==> src/rtl/bsr_pkg.sv <==
package bsr_pkg;

    // Decoded control-flow kinds; the code values are part of the interface.
    typedef enum logic [3:0] {
        K_BR_BITSET = 4'd0,
        K_BR_BITCLR = 4'd1,
        K_BR_SGE    = 4'd2,
        K_BR_SLT    = 4'd3,
        K_BR_HS     = 4'd4,
        K_BR_LO     = 4'd5,
        K_SK_EQ     = 4'd8,
        K_SK_RBCLR  = 4'd9,
        K_SK_RBSET  = 4'd10,
        K_SK_IOCLR  = 4'd11,
        K_SK_IOSET  = 4'd12
    } bsr_kind_e;

    // Status bit positions used by the fixed-condition branches.
    localparam int CARRY_POS = 0;
    localparam int NEG_POS   = 2;
    localparam int OVF_POS   = 3;

endpackage

==> src/rtl/bsr_cond_eval.sv <==
module bsr_cond_eval
    import bsr_pkg::*;
#(
    parameter int SREG_W = 8,
    parameter int DATA_W = 8,
    localparam int FS_W  = $clog2(SREG_W),
    localparam int BI_W  = $clog2(DATA_W)
) (
    input  logic [3:0]        kind,
    input  logic [SREG_W-1:0] sreg,
    input  logic [FS_W-1:0]   flag_sel,
    input  logic [DATA_W-1:0] bit_val,
    input  logic [BI_W-1:0]   bit_idx,
    input  logic [DATA_W-1:0] op_a,
    input  logic [DATA_W-1:0] op_b,
    output logic              is_branch,
    output logic              is_skip,
    output logic              cond_met
);

    logic sel_flag;
    logic signed_lt;
    logic carry;
    logic tested_bit;
    logic ops_equal;

    always_comb begin
        sel_flag   = sreg[flag_sel];
        signed_lt  = sreg[NEG_POS] ^ sreg[OVF_POS];
        carry      = sreg[CARRY_POS];
        tested_bit = bit_val[bit_idx];
        ops_equal  = (op_a == op_b);
    end

    always_comb begin
        is_branch = 1'b0;
        is_skip   = 1'b0;
        cond_met  = 1'b0;
        case (kind)
            K_BR_BITSET: begin is_branch = 1'b1; cond_met = sel_flag;    end
            K_BR_BITCLR: begin is_branch = 1'b1; cond_met = !sel_flag;   end
            K_BR_SGE:    begin is_branch = 1'b1; cond_met = !signed_lt;  end
            K_BR_SLT:    begin is_branch = 1'b1; cond_met = signed_lt;   end
            K_BR_HS:     begin is_branch = 1'b1; cond_met = !carry;      end
            K_BR_LO:     begin is_branch = 1'b1; cond_met = carry;       end
            K_SK_EQ:     begin is_skip   = 1'b1; cond_met = ops_equal;   end
            K_SK_RBCLR,
            K_SK_IOCLR:  begin is_skip   = 1'b1; cond_met = !tested_bit; end
            K_SK_RBSET,
            K_SK_IOSET:  begin is_skip   = 1'b1; cond_met = tested_bit;  end
            default:     begin is_branch = 1'b0; is_skip = 1'b0; cond_met = 1'b0; end
        endcase
    end

endmodule

==> src/rtl/bsr_target_calc.sv <==
module bsr_target_calc #(
    parameter int PC_W   = 16,
    parameter int DISP_W = 7
) (
    input  logic [PC_W-1:0]   pc_in,
    input  logic [DISP_W-1:0] disp,
    input  logic              next_two_word,
    output logic [PC_W-1:0]   seq_pc,
    output logic [PC_W-1:0]   branch_pc,
    output logic [PC_W-1:0]   skip_pc
);

    logic [PC_W-1:0] disp_ext;

    // Sign extension or truncation, picked by the relative widths.
    generate
        if (PC_W > DISP_W) begin : g_extend
            assign disp_ext = {{(PC_W-DISP_W){disp[DISP_W-1]}}, disp};
        end else begin : g_trunc
            assign disp_ext = disp[PC_W-1:0];
        end
    endgenerate

    always_comb begin
        seq_pc    = pc_in + PC_W'(1);
        branch_pc = seq_pc + disp_ext;
        skip_pc   = pc_in + (next_two_word ? PC_W'(3) : PC_W'(2));
    end

endmodule

==> src/rtl/bsr_resolver.sv <==
module bsr_resolver
    import bsr_pkg::*;
#(
    parameter int PC_W   = 16,
    parameter int DISP_W = 7,
    parameter int SREG_W = 8,
    parameter int DATA_W = 8,
    localparam int FS_W  = $clog2(SREG_W),
    localparam int BI_W  = $clog2(DATA_W)
) (
    input  logic              clk,
    input  logic              rst_n,
    input  logic              req_valid,
    input  logic [PC_W-1:0]   pc_in,
    input  logic [SREG_W-1:0] sreg,
    input  logic [3:0]        kind,
    input  logic [FS_W-1:0]   flag_sel,
    input  logic [DISP_W-1:0] disp,
    input  logic [DATA_W-1:0] bit_val,
    input  logic [BI_W-1:0]   bit_idx,
    input  logic [DATA_W-1:0] op_a,
    input  logic [DATA_W-1:0] op_b,
    input  logic              next_two_word,
    output logic              out_valid,
    output logic              taken,
    output logic [PC_W-1:0]   next_pc
);

    typedef struct packed {
        logic            vld;
        logic            tk;
        logic [PC_W-1:0] pc;
    } res_t;

    res_t            res_d, res_q;
    logic            is_branch, is_skip, cond_met;
    logic [PC_W-1:0] seq_pc, branch_pc, skip_pc;

    bsr_cond_eval #(
        .SREG_W (SREG_W),
        .DATA_W (DATA_W)
    ) u_cond (
        .kind      (kind),
        .sreg      (sreg),
        .flag_sel  (flag_sel),
        .bit_val   (bit_val),
        .bit_idx   (bit_idx),
        .op_a      (op_a),
        .op_b      (op_b),
        .is_branch (is_branch),
        .is_skip   (is_skip),
        .cond_met  (cond_met)
    );

    bsr_target_calc #(
        .PC_W   (PC_W),
        .DISP_W (DISP_W)
    ) u_target (
        .pc_in         (pc_in),
        .disp          (disp),
        .next_two_word (next_two_word),
        .seq_pc        (seq_pc),
        .branch_pc     (branch_pc),
        .skip_pc       (skip_pc)
    );

    always_comb begin
        res_d     = res_q;
        res_d.vld = req_valid;
        if (req_valid) begin
            res_d.tk = cond_met && (is_branch || is_skip);
            if (cond_met && is_branch)
                res_d.pc = branch_pc;
            else if (cond_met && is_skip)
                res_d.pc = skip_pc;
            else
                res_d.pc = seq_pc;
        end
    end

    always_ff @(posedge clk) begin
        if (!rst_n)
            res_q <= '0;
        else
            res_q <= res_d;
    end

    assign out_valid = res_q.vld;
    assign taken     = res_q.tk;
    assign next_pc   = res_q.pc;

endmodule

==> config.mk <==
export PLATFORM = sky130hd
export DESIGN_NAME = bsr_resolver
export DESIGN_NICKNAME = d
export VERILOG_FILES = /design/src/rtl/bsr_pkg.sv /design/src/rtl/bsr_cond_eval.sv /design/src/rtl/bsr_target_calc.sv /design/src/rtl/bsr_resolver.sv
export SDC_FILE = /design/constraint.sdc
export NUM_CORES = 1
export LEC_CHECK = 0
export CORE_ASPECT_RATIO = 0.5
export CORE_UTILIZATION = 46
export DETAILED_ROUTE_END_ITERATION = 6
export PLACE_DENSITY_LB_ADDON = 0.25
export SLEW_MARGIN = 20
export SYNTH_ARGS = -nofsm -noshare
export SYNTH_HDL_FRONTEND = slang
export SYNTH_SLANG_ARGS = --single-unit
==> constraint.sdc <==
create_clock -name clk -period 4 [get_ports clk]
set_input_delay 0.4 -clock clk [delete_from_list [all_inputs] [get_ports clk]]
set_output_delay 0.4 -clock clk [all_outputs]
set_load 0.01 [all_outputs]
==> qor.yml <==
synth-edff-count: 0
dieArea_um2: 5540
drive_above_1_share: 0.0644
cts_tree: "yes"
drt_iter0_drc: 171
cp-startpoint: "pc_in[1]"
io_buffers: 86
synthCells: 303
place_area_um2: 3350
clock-root-buffer: "clkbuf_8"
fin_hold_ws_ns: 0.462
seq_area_um2: 360
busiest_layer: "met2"
syn_nets: 395
multiInputGateArea_um2: 1950
grt_usage: 0.247
ys_ff_latch: 18
ir_drop_uv: 120
rows: 18
synth_seq_area_share: 0.150
pin_count: 87
final-hold-violation-count: 0
maxCapViolations: 0
synthArstFlopShare: 0
timing.rr.start: "taken"
via_per_inst: 5.71
period_share: 0.910
hold-path-cell-count: 2
grt_max_degree: 19
fin_tns_setup_ns: 0
drt_pass1_iterations: 4
drtAntennaViolNets: 0
leakage_nw: 1.33
met3_usage: 0.0456
cts_hold_buf: 0
yosys_most_used_dff: "dfxtp_1"
arrival_ns: 3.78
htree_levels: 1
max_slew_margin: 0.597
hp-class: "reg -> reg"
numCtsBuffers: 3
gr-total-overflow: 0
crit_end: "next_pc[15]"
post-route-min-period_ns: 3.64
grt_pass1_wl_um: 10800
worst_clock_skew_ns: 0
initial_core_util: 0.483
final_area_um2: 3400
antenna_found_initial: 0
outcome: "completed"
critical_path_required_ns: 4.14
nets: 481
die_x_um: 104
use_met2: 0.467
cp_max_fo: 6
clock-sinks: 18
fillers: 426
clock_latency_ns: 0.26
finalSetupViolCount: 0
area_delta_synth_final_pct: 41.5
worstSetupPathType: "in -> reg"
worstSetupStartpointType: "input port"
cts_max_path_buffers: 2
crit_path_end_kind: "register"
wire_per_inst_um: 14.5
grt_pass1_vias: 2461
synth.distinct_cells: 57
die_y_um: 53.1
num_antenna_cells: 0
r2r_setup_slack_ns: 3.28
drc: 0
rsz0062_at_grt: "false"
vias: 2613
timing.fmax_ghz: 0.275
yosys_warnings: 0
syn_area_per_cell_um2: 7.94
r2r_end: "taken"
power-per-cell-area_nw_per_um2: 219
r2r_cells: 2
post-cts-setup-buffer-count: 0
drv_slew: 0
clk_pin_slew_ns: 0.07
synth_area_um2: 2410
gp_congestion: 0.878
worst_pin_slew_ns: 0.602
grt_use_met1: 0.300
ctsResizeCount: 0
core-area_um2: 4980
drt_wl_total_um: 6660
detailed_place_hpwl_um: 5660
[kinds of logic (layout without fill, tap and decap cells)]
family	Yosys count	in the layout	share of synthesized area
adder cells (fa/ha/maj)	23	23	0.123
AO/OA/AOI/OAI	85	85	0.236
AND/OR/NAND/NOR	98	98	0.212
multiplexers	11	11	0.0712
XOR/XNOR	46	46	0.167
flip-flops	18	18	0.150
buffers and inverters	22	107	0.0411
[critical path, stage by stage]
cell	delay, ns
clkdlybuf4s50_1	0.57
ha_1	0.27
and2_1	0.27
nand3_1	0.12
xnor2_1	0.15
ha_1	0.36
a21oi_1	0.18
o21ai_0	0.10
a31oi_1	0.23
a21oi_1	0.13
o31a_1	0.29
or3b_2	0.43
a21oi_1	0.18
o31ai_2	0.08
[power by group]
part | switching, mW | total, mW | leakage [nW] | internal [mW]
registers | 0.00872 | 0.205 | 0.149 | 0.196
clock network | 0.0644 | 0.152 | 0.0288 | 0.0876
logic | 0.184 | 0.388 | 1.16 | 0.204
total | 0.257 | 0.745 | 1.33 | 0.487
[stage by stage]
stage | total power, mW | setup WS (ns) | std cells | util
after floorplan | 0.427 | 0.463 | 303 | -
after global placement | 0.585 | 0.177 | 454 | 0.673
after detailed placement | 0.592 | 0.145 | 454 | 0.673
after CTS | 0.742 | 0.402 | 458 | 0.684
after global routing | 0.794 | 0.132 | 458 | 0.684
final | 0.745 | 0.360 | 458 | 0.684
[synthesized netlist by cell type, types with 4 or more instances]
master,instances,area share
inv_1,9,0.014
mux2i_1,6,0.025
o31ai_1,5,0.016
a31oi_1,5,0.013
nor2_1,18,0.028
nand2_1,21,0.033
nand4_1,5,0.013
nand3_1,23,0.048
a211oi_1,5,0.016
dfxtp_1,18,0.15
a21oi_1,19,0.040
nor3_1,10,0.021
o21bai_1,4,0.012
xor2_1,18,0.066
clkbuf_1,9,0.014
xnor2_1,28,0.10
o21ai_0,23,0.048
ha_1,22,0.11
[worst min-delay path by stage]
stage,end,slack [ns],startpoint
after floorplan,next_pc[12],0.48,next_pc[12]
after global placement,next_pc[12],0.45,next_pc[12]
after detailed placement,next_pc[12],0.45,next_pc[12]
after CTS,next_pc[12],0.47,next_pc[12]
after global routing,next_pc[12],0.48,next_pc[12]
final,next_pc[12],0.46,next_pc[12]
[metal layers]
| metal | routed length (µm) | part of all wire | vias to the layer above |
|---|---|---|---|
| met1 | 2960 | 0.45 | 1216 |
| met4 | 89 | 0.013 | 0 |
| li1 | - | - | 1296 |
| met3 | 395 | 0.059 | 8 |
| met5 | 0 | 0 | - |
| met2 | 3210 | 0.48 | 93 |
[layout by cell type (no fill, tap or decap), drive strengths merged, types with 3 or more instances in the layout]
cell	instances
clkdlybuf4s50	86
xnor2	28
nand3	23
o21ai	23
ha	22
nand2	21
a21oi	19
nor2	19
xor2	18
dfxtp	18
nor3	10
inv	9
buf	8
mux2i	7
o31ai	6
nand4	5
a31oi	5
a211oi	5
o21bai	4
clkbuf	4
mux4	4
and3	3
or2	3
a21o	3
and2	3
[cell type report]
cell class,instances,share of cell area
Multi-Input combinational cell,263,0.572
Sequential cell,18,0.106
Clock buffer,4,0.0162
Tap cell,70,0.0257
Inverter,9,0.00992
Timing Repair Buffer,94,0.270
[sequential cells by signal, summed over array words and instances (netlist names)]
name	flops
out_valid	1
next_pc	16
taken	1
(Power assumes the default switching activity.)
